==> src/rtl/rtc_cal_pkg.sv <==
package rtc_cal_pkg;

    typedef enum logic [1:0] {
        CAL_NONE  = 2'd0,
        CAL_SHORT = 2'd1,
        CAL_LONG  = 2'd2
    } cal_mode_e;

    // Length, in oscillator ticks, of the current second.
    function automatic int unsigned sec_len(input int unsigned base,
                                            input int unsigned step,
                                            input cal_mode_e   mode);
        case (mode)
            CAL_SHORT: return base - step;
            CAL_LONG:  return base + step / 2;
            default:   return base;
        endcase
    endfunction

endpackage

==> src/rtl/rtc_ft_tap.sv <==
module rtc_ft_tap #(
    parameter int FT_DIV = 64
) (
    input  logic clk,
    input  logic rst,
    input  logic en,
    output logic sq
);
    localparam int PW = $clog2(FT_DIV);

    logic [PW-1:0] p_q;

    always_ff @(posedge clk) begin
        if (rst)     p_q <= '0;
        else if (en) p_q <= p_q + 1'b1;
    end

    assign sq = p_q[PW-1];

    a_r9_tap_frozen: assert property (@(posedge clk) disable iff (rst)
        !en |=> $stable(p_q));
endmodule

==> src/rtl/rtc_sec_div.sv <==
module rtc_sec_div
    import rtc_cal_pkg::*;
#(
    parameter int OSC_HZ = 32768,
    parameter int STEP   = 256,
    parameter int CNT_W  = 16
) (
    input  logic      clk,
    input  logic      rst,
    input  logic      en,
    input  cal_mode_e mode,
    output logic      sec_tick
);
    logic [CNT_W-1:0] cnt_q;
    logic [CNT_W-1:0] last_val;
    logic             at_last;

    assign last_val = CNT_W'(sec_len(OSC_HZ, STEP, mode) - 1);
    assign at_last  = (cnt_q == last_val);
    assign sec_tick = en && at_last;

    always_ff @(posedge clk) begin
        if (rst)          cnt_q <= '0;
        else if (en)      cnt_q <= at_last ? '0 : cnt_q + 1'b1;
    end

    a_r9_div_hold: assert property (@(posedge clk) disable iff (rst)
        !en |=> $stable(cnt_q));
    a_r2_in_range: assert property (@(posedge clk) disable iff (rst)
        cnt_q <= CNT_W'(OSC_HZ + STEP / 2 - 1));
endmodule

==> src/rtl/rtc_cal_sched.sv <==
module rtc_cal_sched
    import rtc_cal_pkg::*;
#(
    parameter int SEC_PER_MIN = 60,
    parameter int CAL_W       = 5
) (
    input  logic             clk,
    input  logic             rst,
    input  logic             sec_tick,
    input  logic [CAL_W-1:0] cal_mag,
    input  logic             cal_pos,
    output logic [CAL_W:0]   minute,
    output cal_mode_e        mode
);
    localparam int SEC_W = (SEC_PER_MIN > 1) ? $clog2(SEC_PER_MIN) : 1;

    logic [SEC_W-1:0] sec_q;
    logic [CAL_W:0]   min_q;
    logic [CAL_W-1:0] mag_q;
    logic             pos_q;
    logic             min_end;
    logic             cyc_end;

    assign min_end = sec_tick && (sec_q == SEC_W'(SEC_PER_MIN - 1));
    assign cyc_end = min_end && (&min_q);

    always_ff @(posedge clk) begin
        if (rst) begin
            sec_q <= '0;
            min_q <= '0;
            mag_q <= cal_mag;
            pos_q <= cal_pos;
        end else if (sec_tick) begin
            if (min_end) begin
                sec_q <= '0;
                min_q <= min_q + 1'b1;
                if (cyc_end) begin
                    mag_q <= cal_mag;
                    pos_q <= cal_pos;
                end
            end else begin
                sec_q <= sec_q + 1'b1;
            end
        end
    end

    always_comb begin
        mode = CAL_NONE;
        if (sec_q == '0 && min_q < {mag_q, 1'b0})
            mode = pos_q ? CAL_SHORT : CAL_LONG;
    end

    assign minute = min_q;

    a_r5_first_second: assert property (@(posedge clk) disable iff (rst)
        (mode != CAL_NONE) |-> (sec_q == '0));
    a_r7_code_held: assert property (@(posedge clk) disable iff (rst)
        !cyc_end |=> ($stable(mag_q) && $stable(pos_q)));
    a_r6_wrap: assert property (@(posedge clk) disable iff (rst)
        cyc_end |=> (min_q == '0));
endmodule

==> src/rtl/rtc_cal_prescaler.sv <==
module rtc_cal_prescaler
    import rtc_cal_pkg::*;
#(
    parameter int OSC_HZ      = 32768,
    parameter int SEC_PER_MIN = 60,
    parameter int CAL_W       = 5,
    parameter int STEP        = 256,
    parameter int FT_DIV      = 64
) (
    input  logic             clk,
    input  logic             rst,
    input  logic             osc_tick,
    input  logic             halt,
    input  logic [CAL_W-1:0] cal_mag,
    input  logic             cal_pos,
    output logic             sec_tick,
    output logic [CAL_W:0]   minute_pos,
    output logic             sq512
);
    localparam int CNT_W = $clog2(OSC_HZ + STEP / 2 + 1);

    logic      en;
    cal_mode_e mode;

    assign en = osc_tick && !halt;

    rtc_ft_tap #(.FT_DIV(FT_DIV)) u_tap (
        .clk(clk), .rst(rst), .en(en), .sq(sq512)
    );

    rtc_sec_div #(.OSC_HZ(OSC_HZ), .STEP(STEP), .CNT_W(CNT_W)) u_div (
        .clk(clk), .rst(rst), .en(en), .mode(mode), .sec_tick(sec_tick)
    );

    rtc_cal_sched #(.SEC_PER_MIN(SEC_PER_MIN), .CAL_W(CAL_W)) u_sched (
        .clk(clk), .rst(rst), .sec_tick(sec_tick),
        .cal_mag(cal_mag), .cal_pos(cal_pos),
        .minute(minute_pos), .mode(mode)
    );

    a_r10_tick_gated: assert property (@(posedge clk) disable iff (rst)
        sec_tick |-> (osc_tick && !halt));
    a_r10_no_double: assert property (@(posedge clk) disable iff (rst)
        (sec_tick && en) |=> !(sec_tick && en));
endmodule

==> config.mk <==
export PLATFORM = sky130hd
export DESIGN_NAME = rtc_cal_prescaler
export DESIGN_NICKNAME = d
export VERILOG_FILES = /design/src/rtl/rtc_cal_pkg.sv /design/src/rtl/rtc_ft_tap.sv /design/src/rtl/rtc_sec_div.sv /design/src/rtl/rtc_cal_sched.sv /design/src/rtl/rtc_cal_prescaler.sv
export SDC_FILE = /design/constraint.sdc
export NUM_CORES = 1
export LEC_CHECK = 0
export ABC_CLOCK_PERIOD_IN_PS = 3800
export BUFFER_PORTS_ARGS = -buffer_cell sky130_fd_sc_hd__buf_2
export CAP_MARGIN = 20
export CORE_AREA = 2 2 99 53
export CTS_BUF_LIST = sky130_fd_sc_hd__clkbuf_4 sky130_fd_sc_hd__clkbuf_8 sky130_fd_sc_hd__clkbuf_16
export DETAILED_ROUTE_END_ITERATION = 10
export DIE_AREA = 0 0 101 55
export PLACE_DENSITY_LB_ADDON = 0.12
export SKIP_LAST_GASP = 1
export SYNTH_ARGS = -nofsm -noshare
export SYNTH_HDL_FRONTEND = slang
export SYNTH_HIERARCHICAL = 1
export SYNTH_SLANG_ARGS = --single-unit
export TNS_END_PERCENT = 100
==> constraint.sdc <==
create_clock -name clk -period 3.8 [get_ports clk]
set_input_delay 0.76 -clock clk [delete_from_list [all_inputs] [get_ports clk]]
set_output_delay 0.76 -clock clk [all_outputs]
set_load 0.02 [all_outputs]
**Yosys cells after proc, flatten, opt, wreduce, memory -nomap -nowiden**

Cells that the tools add are included.

- Magnitude comparators: 1
- Bitwise logic cells: 0
- Reductions and logical operators: 13
- Add/subtract/negate cells: 5
- Shift operators: 0
- Muxes and demuxes: 13
- Equality and inequality tests: 4
- Multipliers: 0
- Divide/modulo/power cells: 0

Operators by type and width:

| cell | number |
|---|---|
| 16-bit case mux with 2 select lines | 1 |
| 5-bit 2-to-1 mux | 4 |
| 6-bit by 1-bit adder with 6-bit output, second input constant | 3 |
| 16-bit by 1-bit adder with 16-bit output, second input constant | 1 |
| 16-bit == test | 1 |
| 16-bit 2-to-1 mux | 1 |
| 16-bit by 1-bit subtractor with 16-bit output, second input constant | 1 |
| 6-bit == test, second input constant | 1 |
| 6-bit zero test | 1 |
| 6-bit < comparator | 1 |
| 6-bit 2-to-1 mux | 1 |
| 6-bit AND reduction | 1 |
| 2-bit nonzero test | 3 |
| 1-bit logical AND | 5 |
| 1-bit 2-to-1 mux | 4 |
| 2-bit 2-to-1 mux | 2 |
| 3-bit AND reduction | 1 |
| 2-bit by 1-bit == test with 1-bit output, second input constant | 1 |
| 2-bit == test, second input constant | 1 |
| 2-bit AND reduction | 1 |
| 1-bit zero test | 1 |

- Memory bits (read-only): 0
- Bits in registers: 40
- Input bits: 10
- Memories: 0
- RAM bits: 0
- Bits in latches: 0

**Longest topological paths before layout**

Gate-level depths: netlist of run 1.

- Depth after elaboration: 14
- Gate-level depth with buffers: 15
- Gate-level depth less buffers: 13

**By module**

Netlist of run 1, hierarchy kept.

By module, submodules not included:

| module | instances | area an instance (sq um) | cells an instance |
|---|---|---|---|
| rtc_cal_sched | 1 | 929.6 | 91 |
| rtc_sec_div | 1 | 873.3 | 97 |
| rtc_ft_tap | 1 | 239.0 | 24 |
| rtc_cal_prescaler | 1 | 13.8 | 1 |

**Worst setup path before layout of run 1**

No wires, ideal clock.

- Kind: reg-to-reg
- Start: reg u_sched.min_q[5], in the netlist u_sched/minute[5]
- End: reg u_sched.mag_q[0] (enable)
- Stages on the path, launching flop included: 13
- Arrival: 3.747 ns
- Setup time: 0.319 ns
- Slack: -0.265 ns
- Path buffers: 1
- Path through: dfxtp_1 -> ha_1 -> a211oi_1 -> nand2_1 -> a211oi_1 -> ha_1 -> xnor2_1 -> o2111ai_1 -> nor4_1 -> buf_6 -> nand4b_4 -> nor3_1 -> a41o_1

- Longest elaborated chain between the ends: 12
- Elaborated cells between the ends (all ways): 16

Ends and longest elaborated chain:

| what | line | text |
|---|---|---|
| start, declared | rtc_cal_sched.sv:18 | `logic [CAL_W:0] min_q;` |
| start signal, assigned | rtc_cal_sched.sv:36 | `min_q <= min_q + 1'b1;` |
| 6-bit < comparator * | rtc_cal_sched.sv:49 | `if (sec_q == '0 && min_q < {mag_q, 1'b0})` |
| 1-bit logical AND * | rtc_cal_sched.sv:49 |  |
| 2-bit 2-to-1 mux * | rtc_cal_sched.sv:49 |  |
| via mode[1] | rtc_cal_prescaler.sv:23 | `cal_mode_e mode;` |
| 2-bit == test or 2-bit by 1-bit == test with 1-bit output (tied branches) | rtc_cal_pkg.sv:13 | `case (mode)` |
| 16-bit case mux with 2 select lines * | rtc_cal_pkg.sv:13 |  |
| 16-bit by 1-bit subtractor with 16-bit output * | rtc_sec_div.sv:18 | `assign last_val = CNT_W'(sec_len(OSC_HZ, STEP, mode) - 1);` |
| 16-bit == test * | rtc_sec_div.sv:19 | `assign at_last = (cnt_q == last_val);` |
| 1-bit logical AND * | rtc_sec_div.sv:20 | `assign sec_tick = en && at_last;` |
| via sec_tick | rtc_cal_prescaler.sv:16 | `output logic sec_tick,` |
| 1-bit logical AND | rtc_cal_sched.sv:24 | `assign min_end = sec_tick && (sec_q == SEC_W'(SEC_PER_MIN - 1));` |
| 1-bit logical AND | rtc_cal_sched.sv:25 | `assign cyc_end = min_end && (&min_q);` |
| 2-bit nonzero test (no line) | - |  |
| 3-bit AND reduction (no line) * | - |  |
| end signal, assigned | rtc_cal_sched.sv:31 | `mag_q <= cal_mag;` |
| end signal, assigned | rtc_cal_sched.sv:38 | `mag_q <= cal_mag;` |
| end, declared | rtc_cal_sched.sv:19 | `logic [CAL_W-1:0] mag_q;` |

Mark *: on every way through the listed nets, which the timed path passes. The rest lies on a longest branch.
A chain may end at the register's enable or synchronous reset.

**Worst setup path in the final report of run 1**

- Start: reg u_sched.min_q[5], in the netlist u_sched/minute[5]
- End: out sec_tick

- Longest elaborated chain between the ends: 8
- Elaborated cells between the ends (all ways): 9

Ends and longest elaborated chain:

| what | line |
|---|---|
| 6-bit < comparator * | rtc_cal_sched.sv:49 |
| 1-bit logical AND * | rtc_cal_sched.sv:49 |
| 2-bit 2-to-1 mux * | rtc_cal_sched.sv:49 |
| via mode[1] | rtc_cal_prescaler.sv:23 |
| 2-bit == test or 2-bit by 1-bit == test with 1-bit output (tied branches) | rtc_cal_pkg.sv:13 |
| 16-bit case mux with 2 select lines * | rtc_cal_pkg.sv:13 |
| 16-bit by 1-bit subtractor with 16-bit output * | rtc_sec_div.sv:18 |
| 16-bit == test * | rtc_sec_div.sv:19 |
| 1-bit logical AND * | rtc_sec_div.sv:20 |
| end, declared | rtc_cal_prescaler.sv:16 |

Marked as above.

==> results.cfg, run 1 <==
[timing]
finalCritPeriodShare_pct = 95.7
max_slew_margin_pct = 70.8
period_minus_slack_ns = 3.64
finClkSkew_ns = 0.00619
final.setup.tns_ns = 0
worst_pin_slew_ns = 0.439
drv_slew = 0
hold_viol = 0
finalSetupViolations = 0
setup_ws_ns = 0.165
fmax_mhz = 275

[outcome]
status = completed

[setup_path]
cp_max_fo = 6
cp-start-kind = flop
critPathKind = reg2out
end_kind = output port
crit_family = compound AO/OA/AOI/OAI gates
crit_arrival_ns = 2.88
critPathBufInv = 2
critPathMaxStageDelay_ns = 0.35
worst_r2r_endpoint = u_sched/pos_q
cp_slowest_cell = dfxtp_1
crit_required_ns = 3.04
rrSetupSlack_ns = 0.27
reg2reg_from = u_sched/minute[5]
reg2regPathDepth = 12
cp_cell_sequence = ha_1 -> a211oi_2 -> nand2_1 -> a211oi_2 -> ha_1 -> xnor2_1 -> o2111ai_2 -> nor4_2 -> buf_4 -> buf_2

[synth]
synth_edf_count = 6
synth_cells = 213
syn_area_per_cell_um2 = 9.65
synthTopCellsByArea = dfxtp_1 33%, edfxtp_1 8.8%, ha_1 6.7%, xnor2_1 5.1%, nor2_1 4.0%
ys.flop_type = dfxtp_1
synth_top_area_share_pct = 33.1
syn_area_um2 = 2060
ys_ff_latch = 40
synth.largest_area_cell = dfxtp_1
seq_area_frac_synth_pct = 41.9
yosysUniqueCellTypes = 43
async_flop_share_pct = 0
synthesis.nets = 234
ys_warn_count = 6

[die]
ios = 18
die_y_um = 55
core_area_um2 = 4730
chipWidth_um = 101
dieArea_um2 = 5560
start_util_pct = 43.5
row_count = 18

[power]
leakage_nw = 0.951
irDropWorstVdd_mv = 0.158
power_per_cell_area_nw_per_um2 = 355

[detailed_routing]
dr_total_vias = 1515
drt-initial-drc-count = 65
first_pass_iters = 4
viasPerCell = 5.05
post_drt_wl_per_cell_um = 14.0
route.detailed.drc = 0
ant_nets = 0
wl_um = 4210

[finish]
syn_to_final_growth_pct = 15.0
layout_commonest_cell = dfxtp_1
diodes = 0
seqCellArea_um2 = 861
final_layout_size_suffix_gt1_share_pct = 20.4
n_fill_cell = 462
fin_nets = 260
multi_input_area_um2 = 1120
final_cell_mix = 34 x dfxtp_1, 22 x nor2_1, 17 x buf_2

[run]
cap_violations = 0

[place]
place_ws_ns = 0.151
place_congestion = 0.786
io_buffers = 17
post-dp-hpwl_um = 3030

[clock_network]
numCtsBuffers = 5
cts_tree = done
clk-insertion-delay-late_ns = 0.29
cts_sinks = 40
clockBufferDepth = 2
htreeDepth = 2
cts.reportedPaths.clkPinSlew_ns = 0.08
root_buffer = clkbuf_8

[global_routing]
grt_usage_pct = 16.5
grt-ovfl-total = 0
grt_pass1_vias = 1326
grt_max_degree = 23
antenna_found_initial = 0
grt_pass1_wl_um = 6790

[min_path]
hold_path.class = reg2reg
min-delay-start = u_tap/p_q[5]
min_to = u_tap/p_q[5]
whs_path_depth = 2
stage by stage:
stage	std cells	hold slack, ns	instance area, um2	power (W)	utilization [%]
detailed placement	290	0.480	2220	0.000499	47.0
floorplan	213	0.466	2060	0.000484	-
global route	300	0.516	2360	0.000876	50.0
finish	300	0.490	2360	0.000838	50.0
CTS	298	0.498	2330	0.000849	49.3
global placement	290	0.473	2220	0.000499	47.0
cells in the mapped netlist, types with 2 or more instances:
| library cell | instances |
|---|---|
| nand2b_1 | 3 |
| nor3_1 | 6 |
| o2111ai_1 | 2 |
| clkbuf_1 | 2 |
| o211ai_1 | 2 |
| buf_6 | 3 |
| mux2i_1 | 3 |
| or4_1 | 3 |
| inv_1 | 13 |
| o21ai_0 | 6 |
| nand3_1 | 6 |
| o31ai_1 | 3 |
| xnor2_1 | 12 |
| and3_2 | 2 |
| ha_1 | 11 |
| xor2_1 | 9 |
| nor4_1 | 6 |
| nand3_2 | 2 |
| nand4_1 | 6 |
| a211oi_1 | 3 |
| a21oi_1 | 12 |
| dfxtp_1 | 34 |
| or3_1 | 7 |
| nand2_1 | 12 |
| nor2_1 | 22 |
| edfxtp_1 | 6 |
layer usage:
layer  global-route usage [%]  part of all wire [%]  up-vias
met1                     27.7                    62      671
met4                     3.38                  0.45        0
met5                        0                     0        -
met2                     18.6                    33       25
li1                         -                     -      817
met3                     5.40                   4.5        2
worst max path at each step:
stage / end / cells past startpoint / slack (ns) / from
floorplan: u_sched/mag_q[0] / 12 / 0.009 / u_sched/minute[5]
global placement: u_sched/mag_q[0] / 13 / 0.30 / u_sched/mag_q[4]
detailed placement: u_sched/mag_q[0] / 12 / 0.15 / u_sched/minute[5]
CTS: sec_tick / 10 / 0.02 / u_sched/minute[5]
global route: sec_tick / 11 / -0.03 / u_sched/mag_q[4]
finish: sec_tick / 10 / 0.16 / u_sched/minute[5]
where the power goes:
| group | total, W | switching [W] | leakage [nW] | internal, W |
|---|---|---|---|---|
| Sequential | 0.000442 | 0.00000492 | 0.333 | 0.000437 |
| Combinational | 0.0000491 | 0.0000285 | 0.564 | 0.0000207 |
| Clock | 0.000347 | 0.000152 | 0.0541 | 0.000194 |
| Total | 0.000838 | 0.000186 | 0.951 | 0.000652 |
registers in the layout (all words and copies together), names as in the netlist:
name / flops
u_sched/sec_q: 6
u_sched/mag_q: 5
u_div/cnt_q: 16
u_tap/p_q: 6
u_sched/pos_q: 1
u_sched/minute: 6
final cells by class:
type                    instances  area share, %
inverters                      13           2.06
repair buffers                 25           6.14
well taps                      60           3.18
multi-input cells             154           47.5
clock buffers                   5           2.91
flip-flops and latches         40           36.4
clock inverters                 3           1.80
worst min-delay path: stages (launching register included):
cell	delay, ns
dfxtp_1	0.32
o21ai_0	0.07
a21oi_1	0.06
repair_timing:
item | 4_1_cts | 5_1_grt
gates resized for setup | 0 | 3
setup endpoints to repair | 0 | 11
setup buffers | 0 | 2
hold buffers | 0 | 0
cells by family (layout without fill, tap and decap cells):
group                      after synthesis  in the layout  share of synthesized area (%)
xor gates and xnor gates                21             21                           8.95
buffers and inverters                   19             46                           4.63
DFF                                     40             40                           41.9
adders and majority gates               11             11                           6.69
muxes                                    4              4                           2.01
and+or+nand+nor                         85             85                           24.7
AOI/OAI and AO/OA                       33             33                           11.2
Note: power is estimated with default switching activity, not from simulation.
==> inputs of run 2 (changes only) <==
--- a/config.mk
+++ b/config.mk
@@ -6,12 +6,12 @@
 export NUM_CORES = 1
 export LEC_CHECK = 0
 export ABC_CLOCK_PERIOD_IN_PS = 3800
-export BUFFER_PORTS_ARGS = -buffer_cell sky130_fd_sc_hd__buf_2
 export CAP_MARGIN = 20
 export CORE_AREA = 2 2 99 53
 export CTS_BUF_LIST = sky130_fd_sc_hd__clkbuf_4 sky130_fd_sc_hd__clkbuf_8 sky130_fd_sc_hd__clkbuf_16
 export DETAILED_ROUTE_END_ITERATION = 10
 export DIE_AREA = 0 0 101 55
+export DONT_BUFFER_PORTS = 1
 export PLACE_DENSITY_LB_ADDON = 0.12
 export SKIP_LAST_GASP = 1
 export SYNTH_ARGS = -nofsm -noshare
==> results.cfg, run 2 (synthesis gave the netlist of run 1 again) <==
[setup_path]
critPathKind = reg2out
end_kind = output port
rrSetupSlack_ns = 0.40
cp-start-kind = flop
reg2reg_from = u_sched/mag_q[4]
crit_arrival_ns = 2.75
cp_max_fo = 8
startpoint = u_sched/mag_q[4]
crit_required_ns = 3.04

[finish]
largest_reg_flops = 16
final_layout_size_suffix_gt1_share_pct = 16.4
final-instance-count-excl-fill = 286
multi_input_area_um2 = 1130
final_cell_mix = 33 x dfxtp_1, 22 x nor2_1, 13 x inv_1
fin_nets = 246
seqCellArea_um2 = 862
syn_to_final_growth_pct = 12.3
final_util_pct = 48.8
n_fill_cell = 425
top_register = u_div/cnt_q
diodes = 0
layout_commonest_cell = dfxtp_1

[timing]
hold_viol = 0
worst_pin_slew_ns = 0.557
rsz0062_at_grt = no
drv_slew = 0
fmax_mhz = 285
finalCritPeriodShare_pct = 92.5
finalSetupViolations = 0
max_slew_margin_pct = 62.7
final.setup.tns_ns = 0
period_minus_slack_ns = 3.51
finClkSkew_ns = 0.00513

[die]
ios = 18
dieArea_um2 = 5560
row_count = 18
core_area_um2 = 4730
die_y_um = 55
chipWidth_um = 101
start_util_pct = 43.5

[clock_network]
numCtsBuffers = 5
htreeDepth = 2
cts_tree = done
cts.reportedPaths.clkPinSlew_ns = 0.08
root_buffer = clkbuf_8
clk-insertion-delay-late_ns = 0.28
clockBufferDepth = 2
cts_sinks = 40

[detailed_routing]
dr_total_vias = 1577
post_drt_wl_per_cell_um = 15.0
viasPerCell = 5.51
drt-initial-drc-count = 104
ant_nets = 0
route.detailed.drc = 0
wl_um = 4300
first_pass_iters = 4

[global_routing]
grt_max_degree = 23
grt_pass1_vias = 1455
grt_usage_pct = 17.4
grt-ovfl-total = 0
antenna_found_initial = 0
grt_pass1_wl_um = 7080

[place]
place_congestion = 0.785
io_buffers = 0
dpl.cell_count = 275
post-dp-hpwl_um = 3210

[power]
irDropWorstVdd_mv = 0.187
leakage_nw = 0.895
power_per_cell_area_nw_per_um2 = 358

[min_path]
hold_path.class = reg2reg
min-delay-start = u_sched/sec_q[0]

[outcome]
status = completed

[run]
cap_violations = 0
==> run 2: layout make-up <==
type / count / share of cell area [%]
multi-input cells: 154 / 48.9
flip-flops and latches: 40 / 37.3
repair buffers: 11 / 3.58
clock buffers: 6 / 3.31
well taps: 60 / 3.25
inverters: 13 / 2.11
clock inverters: 2 / 1.52
==> run 2: worst paths after layout <==
kind,end,depth (start not counted)
setup / recovery,sec_tick,11
hold / removal,u_sched/sec_q[0],2
setup reg to reg,u_sched/mag_q[3],13
hold reg to reg,u_sched/sec_q[0],2
==> run 2: layer usage <==
layer	global-route usage [%]	part of all wire (%)
met1	24.9	54
met2	25.8	39
met4	4.73	0.49
met5	0	0
met3	4.90	6.5
==> run 2: where the power goes <==
part | switching [W] | internal, W | total [W]
combinational | 0.0000230 | 0.0000177 | 0.0000407
sequential | 0.00000516 | 0.000437 | 0.000443
clock | 0.000142 | 0.000202 | 0.000344
total | 0.000170 | 0.000657 | 0.000827
==> run 2: through the flow <==
step / setup WS [ns] / hold WS [ns] / power, W / instance area (um2)
after floorplan: 0.00942 / 0.466 / 0.000484 / 2060
after global placement: 0.313 / 0.485 / 0.000489 / 2150
after detailed placement: 0.220 / 0.506 / 0.000492 / 2150
after CTS: 0.0853 / 0.520 / 0.000838 / 2260
after global routing: 0.0260 / 0.505 / 0.000868 / 2310
final: 0.285 / 0.520 / 0.000827 / 2310
==> run 2: critical path, stage by stage, from the launching register on <==
cell and delay (ns):
edfxtp_1 0.36, inv_1 0.06, ha_1 0.24, a211oi_2 0.25, nand2_1 0.10, a211oi_2 0.25, ha_1 0.28, xnor2_1 0.17
o2111ai_2 0.17, nor4_2 0.24, buf_4 0.20, buf_4 0.15
==> run 2: repair_timing <==
action | CTS | global route
resized for setup | 0 | 5
setup buffers | 0 | 3
endpoints found under the setup margin | 0 | 11
hold buffers | 0 | 0
==> inputs of run 3 (changes only) <==
--- a/config.mk
+++ b/config.mk
@@ -7,10 +7,10 @@
 export LEC_CHECK = 0
 export ABC_CLOCK_PERIOD_IN_PS = 3800
 export CAP_MARGIN = 20
-export CORE_AREA = 2 2 99 53
+export CORE_AREA = 2 2 86 47
 export CTS_BUF_LIST = sky130_fd_sc_hd__clkbuf_4 sky130_fd_sc_hd__clkbuf_8 sky130_fd_sc_hd__clkbuf_16
 export DETAILED_ROUTE_END_ITERATION = 10
-export DIE_AREA = 0 0 101 55
+export DIE_AREA = 0 0 88 49
 export DONT_BUFFER_PORTS = 1
 export PLACE_DENSITY_LB_ADDON = 0.12
 export SKIP_LAST_GASP = 1
==> results.cfg, run 3 (synthesis gave the netlist of run 1 again) <==
[detailed_routing]
post_drt_wl_per_cell_um = 15.6
dr_total_vias = 1635
wl_um = 4360
ant_nets = 0
first_pass_iters = 4
route.detailed.drc = 0
viasPerCell = 5.86
drt-initial-drc-count = 91

[setup_path]
reg2regPathDepth = 14
crit_family = simple AND/OR/NAND/NOR gates
cp_cell_sequence = inv_1 -> ha_1 -> a211oi_2 -> nand2_1 -> a211oi_2 -> ha_1 -> xnor2_1 -> o2111ai_2 -> nor4_4 -> buf_4 -> nand4b_4 -> buf_4 -> or4_1 -> a21oi_1
rrSetupSlack_ns = 0.24
critPathBufInv = 3
worst_r2r_endpoint = u_sched/minute[5]
end_kind = flop
crit_arrival_ns = 3.78
reg2reg_from = u_sched/mag_q[4]
cp_slowest_cell = or4_1
critPathMaxStageDelay_ns = 0.52
cp_max_fo = 13
cp-start-kind = flop
critPathKind = reg2reg
cp.depth = 14
crit_required_ns = 4.01

[place]
io_buffers = 0
placed_cell_area_um2 = 2150
place_congestion = 0.836
dpl.cell_count = 270
post-dp-hpwl_um = 3270

[clock_network]
cts_sinks = 40
cts_tree = done
htreeDepth = 2
numCtsBuffers = 5
clockBufferDepth = 2
clk-insertion-delay-late_ns = 0.28
root_buffer = clkbuf_8
cts.reportedPaths.clkPinSlew_ns = 0.07

[power]
p_int_w = 0.000618
combinationalPowerShare_pct = 5.5
seq_power_share_pct = 56.6
p_sw_w = 0.000166
power_per_cell_area_nw_per_um2 = 341
irDropWorstVdd_mv = 0.206
finalPower_w = 0.000783
p_clk_share_pct = 37.9
leakage_nw = 0.889
switching_share_pct = 21.2

[timing]
finalSetupViolations = 0
worst_pin_slew_ns = 0.573
period_minus_slack_ns = 3.56
fmax_mhz = 281
hold_viol = 0
rsz0062_at_grt = no
final.setup.tns_ns = 0
max_slew_margin_pct = 60.7
drv_slew = 0
finClkSkew_ns = 0.00553
finalCritPeriodShare_pct = 93.8

[die]
chipWidth_um = 88
row_count = 16
core_area_um2 = 3620
ios = 18
die_y_um = 49
dieArea_um2 = 4310
start_util_pct = 56.7

[global_routing]
grt_max_degree = 23
grt_pass1_wl_um = 7200
antenna_found_initial = 0
grt_pass1_vias = 1512
grt_usage_pct = 21.7
grt-ovfl-total = 0

[min_path]
hold_path.class = reg2reg
min_to = u_sched/sec_q[1]
whs_path_depth = 2
min-delay-start = u_sched/sec_q[1]

[outcome]
status = completed

[finish]
syn_to_final_growth_pct = 11.7
final_layout_size_suffix_gt1_share_pct = 16.9
top_register = u_div/cnt_q
fin_area_um2 = 2300
diodes = 0
final_util_pct = 63.4
seqCellArea_um2 = 861
layout_commonest_cell = dfxtp_1
multi_input_area_um2 = 1150
fin_nets = 245
largest_reg_flops = 16
final_cell_mix = 34 x dfxtp_1, 22 x nor2_1, 13 x inv_1
final-instance-count-excl-fill = 279
n_fill_cell = 292

[run]
cap_violations = 0
-- run 3: worst max-delay path by stage --
stage	slack, ns	end	from
after floorplan	0.009	u_sched/mag_q[0]	u_sched/minute[5]
after global placement	0.34	u_sched/mag_q[0]	u_sched/mag_q[4]
after detailed placement	0.04	u_sched/pos_q	u_sched/mag_q[4]
after CTS	0.03	u_sched/mag_q[2]	u_sched/mag_q[4]
after global routing	0.04	sec_tick	u_sched/mag_q[4]
final	0.24	u_sched/minute[5]	u_sched/mag_q[4]
-- run 3: per-stage QoR --
| stage | worst slack (ns) | hold slack, ns |
|---|---|---|
| finish | 0.235 | 0.523 |
| detailed placement | 0.0387 | 0.503 |
| floorplan | 0.00942 | 0.466 |
| global route | 0.0410 | 0.515 |
| CTS | 0.0339 | 0.517 |
| global placement | 0.335 | 0.484 |
-- run 3: repair_timing --
| action | CTS | global route |
|---|---|---|
| pin swaps | 1 | 0 |
| setup endpoints to repair | 1 | 11 |
| buffers inserted | 1 | 0 |
| cloned | 0 | 0 |
| gates resized for setup | 1 | 7 |
| hold buffers | 0 | 0 |
-- run 3: layer usage --
layer,vias to the layer above,part of all wire [%],global-route usage [%]
li1,785,-,-
met1,775,46,30.6
met2,70,44,32.8
met3,5,10,7.45
met4,0,0.30,3.59
met5,-,0,0
-- run 3: layout make-up --
| class | count | share of cell area [%] |
|---|---|---|
| Tap cell | 54 | 2.94 |
| Sequential cell | 40 | 37.5 |
| Multi-Input combinational cell | 154 | 49.9 |
| Clock buffer | 8 | 4.25 |
| Inverter | 13 | 2.13 |
| Timing Repair Buffer | 10 | 3.27 |
-- run 3: power by group through the flow --
stage,logic [W],registers [W],clock network [W]
global placement,0.0000362,0.000452,0
global route,0.0000467,0.000444,0.000330
finish,0.0000430,0.000443,0.000297
CTS,0.0000402,0.000443,0.000307
detailed placement,0.0000389,0.000453,0
floorplan,0.0000332,0.000451,0
-- run 3: worst min-delay path: stages (launching register included) --
cell,delay [ns]
dfxtp_1,0.34
nand2b_1,0.08
a21oi_1,0.06
